**config.mk**
```make
export PLATFORM = sky130hd
export DESIGN_NAME = qdec_position
export DESIGN_NICKNAME = d
export VERILOG_FILES = /design/src/rtl/qdec_pkg.sv /design/src/rtl/qdec_sync.sv /design/src/rtl/qdec_step.sv /design/src/rtl/qdec_accum.sv /design/src/rtl/qdec_position.sv
export SDC_FILE = /design/constraint.sdc
export NUM_CORES = 1
export LEC_CHECK = 0
export ABC_AREA = 0
export ABC_CLOCK_PERIOD_IN_PS = 11760
export BUFFER_PORTS_ARGS = -buffer_cell sky130_fd_sc_hd__buf_2
export CAP_MARGIN = 15
export CORE_UTILIZATION = 54
export CTS_CLUSTER_SIZE = 40
export DETAILED_ROUTE_END_ITERATION = 16
export PLACE_DENSITY = 0.8
export SLEW_MARGIN = 20
export SYNTH_ARGS = -nofsm -noshare
export SYNTH_HDL_FRONTEND = slang
export SYNTH_SLANG_ARGS = --single-unit
```
**constraint.sdc**
```tcl
create_clock -name clk -period 11.76 [get_ports clk]
set_input_delay 2.352 -clock clk [delete_from_list [all_inputs] [get_ports clk]]
set_output_delay 2.352 -clock clk [all_outputs]
set_load 0.03 [all_outputs]
```
**src/rtl/qdec_pkg.sv**
```systemverilog
package qdec_pkg;
  typedef enum logic [1:0] {
    QM_X1    = 2'd0,
    QM_X2    = 2'd1,
    QM_X4    = 2'd2,
    QM_PULSE = 2'd3
  } qmode_e;
endpackage

```
**src/rtl/qdec_sync.sv**
```systemverilog
module qdec_sync #(
  parameter int WIDTH  = 3,
  parameter int STAGES = 2
) (
  input  logic             clk,
  input  logic             rst_n,
  input  logic [WIDTH-1:0] async_i,
  output logic [WIDTH-1:0] sync_o
);
  logic [WIDTH-1:0] stage_q [STAGES];

  generate
    for (genvar s = 0; s < STAGES; s++) begin : g_stage
      if (s == 0) begin : g_first
        always_ff @(posedge clk or negedge rst_n) begin
          if (!rst_n) stage_q[s] <= '0;
          else        stage_q[s] <= async_i;
        end
      end else begin : g_rest
        always_ff @(posedge clk or negedge rst_n) begin
          if (!rst_n) stage_q[s] <= '0;
          else        stage_q[s] <= stage_q[s-1];
        end
      end
    end
  endgenerate

  assign sync_o = stage_q[STAGES-1];
endmodule

```
**src/rtl/qdec_step.sv**
```systemverilog
module qdec_step
  import qdec_pkg::*;
(
  input  logic       clk,
  input  logic       rst_n,
  input  qmode_e     mode_i,
  input  logic [1:0] ab_i,
  output logic       up_o,
  output logic       dn_o,
  output logic       bad_o
);
  logic [1:0] prev_q;
  logic       a_chg, b_chg, fwd, rev, one_chg;

  always_ff @(posedge clk or negedge rst_n) begin
    if (!rst_n) prev_q <= 2'b00;
    else        prev_q <= ab_i;
  end

  always_comb begin
    a_chg   = ab_i[1] ^ prev_q[1];
    b_chg   = ab_i[0] ^ prev_q[0];
    one_chg = a_chg ^ b_chg;
    // A leading: new A is old B inverted, new B is old A
    fwd     = one_chg && (ab_i[1] == ~prev_q[0]) && (ab_i[0] == prev_q[1]);
    rev     = one_chg && (ab_i[1] == prev_q[0]) && (ab_i[0] == ~prev_q[1]);
    up_o    = 1'b0;
    dn_o    = 1'b0;
    bad_o   = 1'b0;
    unique case (mode_i)
      QM_X4: begin
        up_o  = fwd;
        dn_o  = rev;
        bad_o = a_chg && b_chg;
      end
      QM_X2: begin
        up_o  = fwd && a_chg;
        dn_o  = rev && a_chg;
        bad_o = a_chg && b_chg;
      end
      QM_X1: begin
        up_o  = a_chg && !b_chg && !ab_i[0] && ab_i[1];
        dn_o  = a_chg && !b_chg && !ab_i[0] && !ab_i[1];
        bad_o = a_chg && b_chg;
      end
      QM_PULSE: begin
        up_o  = ab_i[1] && !prev_q[1];
        dn_o  = ab_i[0] && !prev_q[0];
      end
      default: ;
    endcase
  end

  p_bad_no_step_r10: assert property (@(posedge clk) disable iff (!rst_n)
    bad_o |-> (!up_o && !dn_o));
  p_quad_one_dir_r5: assert property (@(posedge clk) disable iff (!rst_n)
    (mode_i != QM_PULSE) |-> !(up_o && dn_o));
endmodule

```
**src/rtl/qdec_accum.sv**
```systemverilog
module qdec_accum #(
  parameter int CNT_W = 32
) (
  input  logic             clk,
  input  logic             rst_n,
  input  logic             up_i,
  input  logic             dn_i,
  input  logic             bad_i,
  input  logic             load_i,
  input  logic [CNT_W-1:0] load_val_i,
  output logic [CNT_W-1:0] pos_o,
  output logic             dir_o,
  output logic             err_o
);
  logic [CNT_W-1:0] pos_q;
  logic             dir_q, err_q;
  logic             net_up, net_dn;

  assign net_up = up_i && !dn_i;
  assign net_dn = dn_i && !up_i;

  always_ff @(posedge clk or negedge rst_n) begin
    if (!rst_n) begin
      pos_q <= '0;
      dir_q <= 1'b0;
      err_q <= 1'b0;
    end else begin
      if (load_i)      pos_q <= load_val_i;
      else if (net_up) pos_q <= pos_q + CNT_W'(1);
      else if (net_dn) pos_q <= pos_q - CNT_W'(1);
      if (net_up)      dir_q <= 1'b1;
      else if (net_dn) dir_q <= 1'b0;
      if (bad_i)       err_q <= 1'b1;
    end
  end

  assign pos_o = pos_q;
  assign dir_o = dir_q;
  assign err_o = err_q;

  p_load_wins_r8: assert property (@(posedge clk) disable iff (!rst_n)
    load_i |=> (pos_q == $past(load_val_i)));
  p_hold_no_step_r10: assert property (@(posedge clk) disable iff (!rst_n)
    (!load_i && !net_up && !net_dn) |=> $stable(pos_q));
  p_up_by_one_r4: assert property (@(posedge clk) disable iff (!rst_n)
    (!load_i && net_up) |=> (pos_q == $past(pos_q) + CNT_W'(1)));
  p_dn_by_one_r4: assert property (@(posedge clk) disable iff (!rst_n)
    (!load_i && net_dn) |=> (pos_q == $past(pos_q) - CNT_W'(1)));
  p_err_sticky_r10: assert property (@(posedge clk) disable iff (!rst_n)
    err_q |=> err_q);
endmodule

```
**src/rtl/qdec_position.sv**
```systemverilog
module qdec_position
  import qdec_pkg::*;
#(
  parameter int CNT_W       = 32,
  parameter int SYNC_STAGES = 2
) (
  input  logic             clk,
  input  logic             rst_n,
  input  logic             enc_a_i,
  input  logic             enc_b_i,
  input  logic             enc_z_i,
  input  logic [1:0]       mode_i,
  input  logic             zrl_en_i,
  input  logic [1:0]       zrl_phase_i,
  input  logic [CNT_W-1:0] zrl_value_i,
  output logic [CNT_W-1:0] position_o,
  output logic             dir_up_o,
  output logic             bad_seq_o
);
  localparam int NCH = 3;

  logic [NCH-1:0] sync_abz;
  logic [1:0]     ab_s;
  logic           z_s;
  logic           step_up, step_dn, step_bad, reload;
  qmode_e         mode;

  assign mode = qmode_e'(mode_i);

  qdec_sync #(.WIDTH(NCH), .STAGES(SYNC_STAGES)) u_sync (
    .clk     (clk),
    .rst_n   (rst_n),
    .async_i ({enc_a_i, enc_b_i, enc_z_i}),
    .sync_o  (sync_abz)
  );

  assign ab_s = sync_abz[2:1];
  assign z_s  = sync_abz[0];

  qdec_step u_step (
    .clk    (clk),
    .rst_n  (rst_n),
    .mode_i (mode),
    .ab_i   (ab_s),
    .up_o   (step_up),
    .dn_o   (step_dn),
    .bad_o  (step_bad)
  );

  assign reload = zrl_en_i && z_s && (ab_s == zrl_phase_i);

  qdec_accum #(.CNT_W(CNT_W)) u_accum (
    .clk        (clk),
    .rst_n      (rst_n),
    .up_i       (step_up),
    .dn_i       (step_dn),
    .bad_i      (step_bad),
    .load_i     (reload),
    .load_val_i (zrl_value_i),
    .pos_o      (position_o),
    .dir_o      (dir_up_o),
    .err_o      (bad_seq_o)
  );

  p_no_reload_when_off_r7: assert property (@(posedge clk) disable iff (!rst_n)
    (!zrl_en_i && !step_up && !step_dn) |=> $stable(position_o));
endmodule

```
==> results.cfg, run 1 <==
[setup_path]
setup.worst_path.start = mode_i[0]
path_max_fanout = 31
critPathCaptureType = flip-flop
worstSetupStartpointType = input port
crit_chain = buf_2 -> inv_1 -> ha_1 -> nor3b_1 -> a21oi_1 -> nor2_1 -> a31o_2 -> inv_1 -> ha_1 -> inv_1 -> ha_1 -> a21oi_1 -> o21ai_1 -> a221oi_4 -> a31oi_2 -> a21oi_2 -> a221oi_1 -> mux2i_1 -> xnor2_1 -> mux2_2
required_ns = 11.96
slowest_delay_ns = 0.61
r2r_slack_ns = 6.76
crit_path_end = u_accum.pos_o[31]
worst-endpoint-arrival_ns = 6.52
critPathSlowestCell = ha_1
regToRegStartpoint = u_sync.sync_o[2]
worst-setup-path-type = in -> reg
reg2reg_to = u_accum.pos_o[31]
r2r_cells = 20

[placed_design]
dp.cells = 578
hpwl_mm = 6.336
portBuffers = 75
place_congestion = 0.9855

[synth]
syn-instance-count = 441
ys_ff_latch = 42
synth_top_area_share_pct = 27.83
synth_cell_types = 68
syn-num-nets = 523
ys.flop_type = dfrtp_1
synth.largest_area_cell = dfrtp_1
netlist_top_cells_area = dfrtp_1, ha_1, a21oi_1
yosys_warnings = 0
yosysSeqAreaShare_pct = 27.83
synth-edff-count = 0
postSynthAreaPerCell_um2 = 8.563
async_flop_share_pct = 100.0
synth.cell_area_um2 = 3776

[routing]
drc_errors = 0
final_antenna_net_count = 0
drt-initial-drc-count = 165
vias_per_cell = 5.729
vias = 3357
top_layer = met4
route.met2.wl_mm = 4.207
wl_met1_mm = 3.771
wire_per_inst_um = 14.36
drt-pass1-iter-count = 7
wl_met3_um = 321
routed_wl_mm = 8.415

[power]
swShare_pct = 51.09
seqPwrFrac_pct = 19.5
ir_drop_mv = 0.1320
power_density_nw_per_um2 = 302.8
internal_power_mw = 0.6290
p_comb_share_pct = 71.3
pwr-share-clk_pct = 9.2
p_leak_nw = 1.932
p_sw_mw = 0.6570

[clock_network]
clock_sinks = 42
cts_setup_buffers = 0
cts-buffers-inserted = 5
clk_latency_ns = 0.30
post_cts_resized = 0
postCtsHoldBufs = 0
clockBufferDepth = 2
clkTransAtPathRegs_ns = 0.09
ctsRootBufferMaster = clkbuf_8
cts_tree = yes
htreeDepth = 2

[final_layout]
antenna_cells = 0
fin_cells = 586
fillers = 602
nets = 587
seq_area_um2 = 1051
multi_input_area_um2 = 2525
area.growth.synth_to_final_pct = 12.49
drive_gt1_share_pct = 23.12

[global_routing]
overflow = 0
grt_start_max_net_pins = 66
track_usage_pct = 25.31
antenna_found_initial = 0
grt_pass1_wl_mm = 15.02
grt_pass1_vias = 3310

[sta]
slew_viol_final = 0
hold_ws_ns = 0.3599
fmax_mhz = 158.2
fin_setup_tns_ns = 0
finalClockSkew_ns = 0.01125
worst_slew_pin_slew_ns = 1.034
finalCritPeriodShare_pct = 53.74
hold_viol_final = 0
setup_violations = 0
relSlewSlack_pct = 31.01
fin_crit_ns = 6.320
rsz0062_at_grt = no

[worst_hold_path]
worstHoldPathType = reg -> reg

[job]
drv_cap = 0

[die]
chipWidth_um = 85.63
num_rows = 30
ios = 76
die_area_um2 = 7332
initial_utilization_pct = 55.89
core_area_um2 = 6756
die_h_um = 85.63

[outcome]
status = completed
placed cells by master (no fill, tap or decap), types with 2 or more instances in the layout:
cell type | Yosys | routed
nand2b_1 | 4 | 4
nor3_1 | 4 | 4
o21ai_2 | 3 | 3
a21o_1 | 13 | 13
buf_2 | 1 | 75
xnor2_1 | 19 | 19
o21ai_1 | 2 | 2
clkinvlp_4 | 0 | 2
nand2_1 | 46 | 46
a211oi_1 | 3 | 3
or3_2 | 2 | 2
a31o_2 | 2 | 2
inv_1 | 18 | 18
o21ai_0 | 23 | 23
xor2_1 | 13 | 13
a21oi_1 | 49 | 49
a221oi_1 | 2 | 2
a221oi_2 | 2 | 2
ha_1 | 39 | 39
a31oi_1 | 11 | 11
o221ai_1 | 3 | 3
and2_1 | 3 | 3
dfrtp_1 | 42 | 42
nor2b_1 | 6 | 6
nand4_1 | 4 | 4
and3_2 | 2 | 2
nor2_1 | 51 | 51
buf_4 | 0 | 2
o211ai_1 | 3 | 3
nand3_1 | 8 | 8
o21bai_1 | 4 | 4
o221ai_2 | 2 | 2
clkbuf_8 | 4 | 5
or2_2 | 2 | 2
mux2i_1 | 5 | 5
state kept, by name, indices dropped and copies added, names as in the netlist:
signal	flops
u_sync.sync_o	3
u_accum.err_o	1
u_accum.dir_o	1
u_accum.pos_o	32
u_sync.stage_q	3
u_step.prev_q	2
power groups by stage:
stage | registers, mW | logic, mW | clock network, mW
floorplan | 0.351 | 0.629 | 0
global placement | 0.251 | 0.889 | 0
detailed placement | 0.254 | 0.907 | 0
CTS | 0.251 | 0.914 | 0.121
global route | 0.258 | 1.02 | 0.128
finish | 0.251 | 0.917 | 0.118
cells by family after synthesis:
logic type	after synthesis	synth area share (%)
AO/OA/AOI/OAI	140	26.87
XOR/XNOR	32	7.422
adder cells (fa/ha/maj)	40	13.45
buffers and inverters	38	5.301
flip-flops	42	27.83
multiplexers	6	1.624
AND/OR/NAND/NOR	143	17.50
per-layer routing:
metal	up-vias	GRT usage [%]
met5	-	0
li1	1712	-
met1	1560	31.45
met4	0	6.970
met3	10	3.946
met2	75	45.53
synthesized netlist by cell type (3+ instances only):
cell type / count
clkbuf_1: 12
nand3_1: 8
dfrtp_1: 42
nand2b_1: 4
a21oi_1: 49
o21bai_1: 4
ha_1: 39
xnor2_1: 19
nand2_1: 46
o211ai_1: 3
a31oi_1: 11
a211oi_1: 3
o21ai_0: 23
xor2_1: 13
nor2_1: 51
o21ai_2: 3
mux2i_1: 5
o221ai_1: 3
a21o_1: 13
and2_1: 3
inv_1: 18
nor3_1: 4
clkbuf_8: 4
nand4_1: 4
nor2b_1: 6
area by class of cell:
cell class	count	share of cell area (%)
timing repair buffer	77	9.190
clock inverter	3	1.060
sequential	42	24.74
multi-input combinational	361	59.44
clock buffer	5	1.620
tap	80	2.356
inverter	18	1.591
worst min-delay path by stage:
stage	from	endpoint	cells after the start
finish	u_sync.stage_q[3]	u_sync.sync_o[0]	0
global route	u_sync.stage_q[3]	u_sync.sync_o[0]	0
CTS	u_sync.stage_q[5]	u_sync.sync_o[2]	0
detailed placement	u_sync.stage_q[5]	u_sync.sync_o[2]	0
global placement	u_sync.stage_q[5]	u_sync.sync_o[2]	0
floorplan	u_sync.stage_q[3]	u_sync.sync_o[0]	0
through the flow:
stage | instance area, µm² | setup slack (ns) | power (mW) | util (%)
3_3_place_gp | 4134 | 5.220 | 1.140 | 61.19
2_1_floorplan | 3776 | 5.814 | 0.9803 | -
5_1_grt | 4248 | 5.023 | 1.402 | 62.87
6_report | 4248 | 5.440 | 1.286 | 62.87
3_5_place_dp | 4134 | 5.108 | 1.161 | 61.19
4_1_cts | 4248 | 5.432 | 1.286 | 62.87
worst max-delay path, delay by kind of cell:
family	cells	cell delay [ns]
AO/OA/AOI/OAI	8	1.63
XOR/XNOR	1	0.08
adder cells (fa/ha/maj)	3	1.03
AND/OR/NAND/NOR	2	0.19
buffers and inverters	4	0.72
multiplexers	2	0.51
Note: power is estimated with default switching activity, not from simulation.
==> run 2: changes to the inputs <==
ABC_CLOCK_PERIOD_IN_PS = 6500   (was 11760)
clock period = 6.5 ns   (was 11.76 ns; I/O delays follow)
==> results.cfg, run 2 (same netlist as run 1, synthesis figures left out) <==
[outcome]
status = completed

[setup_path]
slowest_delay_ns = 0.62
regToRegStartpoint = u_sync.sync_o[2]
crit_buf_inv = 4
crit_chain = buf_2 -> inv_1 -> ha_1 -> nor3b_1 -> a21oi_1 -> nor2_1 -> a31o_2 -> inv_1 -> ha_1 -> inv_1 -> ha_1 -> a21oi_1 -> o21ai_1 -> a221oi_4 -> a31oi_2 -> a21oi_2 -> a221oi_1 -> mux2i_1 -> xnor2_1 -> mux2_2
r2r_cells = 20
critPathCaptureType = flip-flop
worst-endpoint-arrival_ns = 5.52
cp_top_family = compound AO/OA/AOI/OAI gates
path_max_fanout = 31
r2r_slack_ns = 1.41
critPathSlowestCell = ha_1
required_ns = 6.70
worst-setup-path-type = in -> reg
reg2reg_to = u_accum.pos_o[31]
worstSetupStartpointType = input port

[routing]
route.met2.wl_mm = 4.301
final_antenna_net_count = 0
drt-initial-drc-count = 127
drt-pass1-iter-count = 4
wire_per_inst_um = 14.74
vias_per_cell = 5.799
wl_met1_mm = 3.803
drc_errors = 0
top_layer = met4
wl_met3_um = 358
vias = 3398
routed_wl_mm = 8.639

[die]
ios = 76
initial_utilization_pct = 55.89
num_rows = 30
chipWidth_um = 85.63
core_area_um2 = 6756
die_h_um = 85.63
die_area_um2 = 7332

[global_routing]
antenna_found_initial = 0
overflow = 0
track_usage_pct = 25.40
grt_pass1_vias = 3352
grt_start_max_net_pins = 66
grt_pass1_wl_mm = 15.13

[clock_network]
htreeDepth = 2
post_cts_resized = 0
clockBufferDepth = 2
ctsRootBufferMaster = clkbuf_8
postCtsHoldBufs = 0
clock_sinks = 42
clkTransAtPathRegs_ns = 0.09
cts_tree = yes
cts_setup_buffers = 0
cts-buffers-inserted = 5
clk_latency_ns = 0.30

[placed_design]
dp_slack_ns = 0.8819
placed_area_um2 = 4134
hpwl_mm = 6.425
place_congestion = 0.9864
portBuffers = 75

[power]
p_leak_nw = 1.932
seqPwrFrac_pct = 19.6
internal_power_mw = 1.138
pwr-share-clk_pct = 9.2
p_sw_mw = 1.193
p_comb_share_pct = 71.3
power_density_nw_per_um2 = 548.9
ir_drop_mv = 0.2449
swShare_pct = 51.19

[final_layout]
design_area_um2 = 4248
largest_register_ffs = 32
area.growth.synth_to_final_pct = 12.49
fillers = 612
drive_gt1_share_pct = 23.12
seq_area_um2 = 1051
multi_input_area_um2 = 2525
antenna_cells = 0
nets = 587
mostFrequentLayoutCells = buf_2, nor2_1, a21oi_1
final_common_cell = buf_2

[worst_hold_path]
worstHoldEndpoint = u_sync.sync_o[2]
worstHoldPathType = reg -> reg
holdPathStages = 0
min_from = u_sync.stage_q[5]

[sta]
fin_setup_tns_ns = 0
finalClockSkew_ns = 0.01042
worst_slew_pin_slew_ns = 1.065
setup_ws_ns = 1.175
fmax_mhz = 187.8
fin_crit_ns = 5.325
finalCritPeriodShare_pct = 81.92
relSlewSlack_pct = 28.90
slew_viol_final = 0
rsz0062_at_grt = no
setup_violations = 0
hold_viol_final = 0

[job]
drv_cap = 0
run 2: cell counts in the layout (fill, tap and decap cells not counted):
No cell type changed its count.
run 2: cell type report:
| type | count | area share (%) |
|---|---|---|
| Clock buffer | 5 | 1.620 |
| Clock inverter | 3 | 1.060 |
| Inverter | 18 | 1.591 |
| Multi-Input combinational cell | 361 | 59.44 |
| Sequential cell | 42 | 24.74 |
| Tap cell | 80 | 2.356 |
| Timing Repair Buffer | 77 | 9.190 |
run 2: power by group through the flow:
stage / Clock, mW / Combinational, mW / Sequential [mW]
finish: 0.214 / 1.66 / 0.456
detailed placement: 0 / 1.64 / 0.460
CTS: 0.224 / 1.66 / 0.455
global route: 0.233 / 1.83 / 0.469
global placement: 0 / 1.61 / 0.454
floorplan: 0 / 1.14 / 0.636
run 2: metrics by stage:
| stage | utilization (%) | hold slack, ns | cells | power, mW |
|---|---|---|---|---|
| 6_report | 62.87 | 0.3533 | 586 | 2.331 |
| 5_1_grt | 62.87 | 0.3662 | 586 | 2.534 |
| 4_1_cts | 62.87 | 0.3568 | 586 | 2.336 |
| 3_5_place_dp | 61.19 | 0.3347 | 578 | 2.104 |
| 3_3_place_gp | 61.19 | 0.3323 | 578 | 2.062 |
| 2_1_floorplan | - | 0.3312 | 441 | 1.774 |
run 2: how the worst max path moves through the flow:
stage | from | slack, ns | cells after the start | to
after global routing | mode_i[0] | 0.82 | 20 | u_accum.pos_o[19]
after floorplan | mode_i[0] | 1.61 | 19 | u_accum.pos_o[31]
final | mode_i[0] | 1.18 | 20 | u_accum.pos_o[31]
after detailed placement | mode_i[0] | 0.88 | 18 | u_accum.pos_o[26]
after global placement | mode_i[0] | 1.01 | 20 | u_accum.pos_o[31]
after CTS | mode_i[0] | 1.21 | 20 | u_accum.pos_o[31]
run 2: routing by layer:
metal | up-vias | GRT usage (%)
li1 | 1713 | -
met1 | 1587 | 31.72
met2 | 83 | 45.24
met3 | 15 | 3.465
met4 | 0 | 8.333
met5 | - | 0
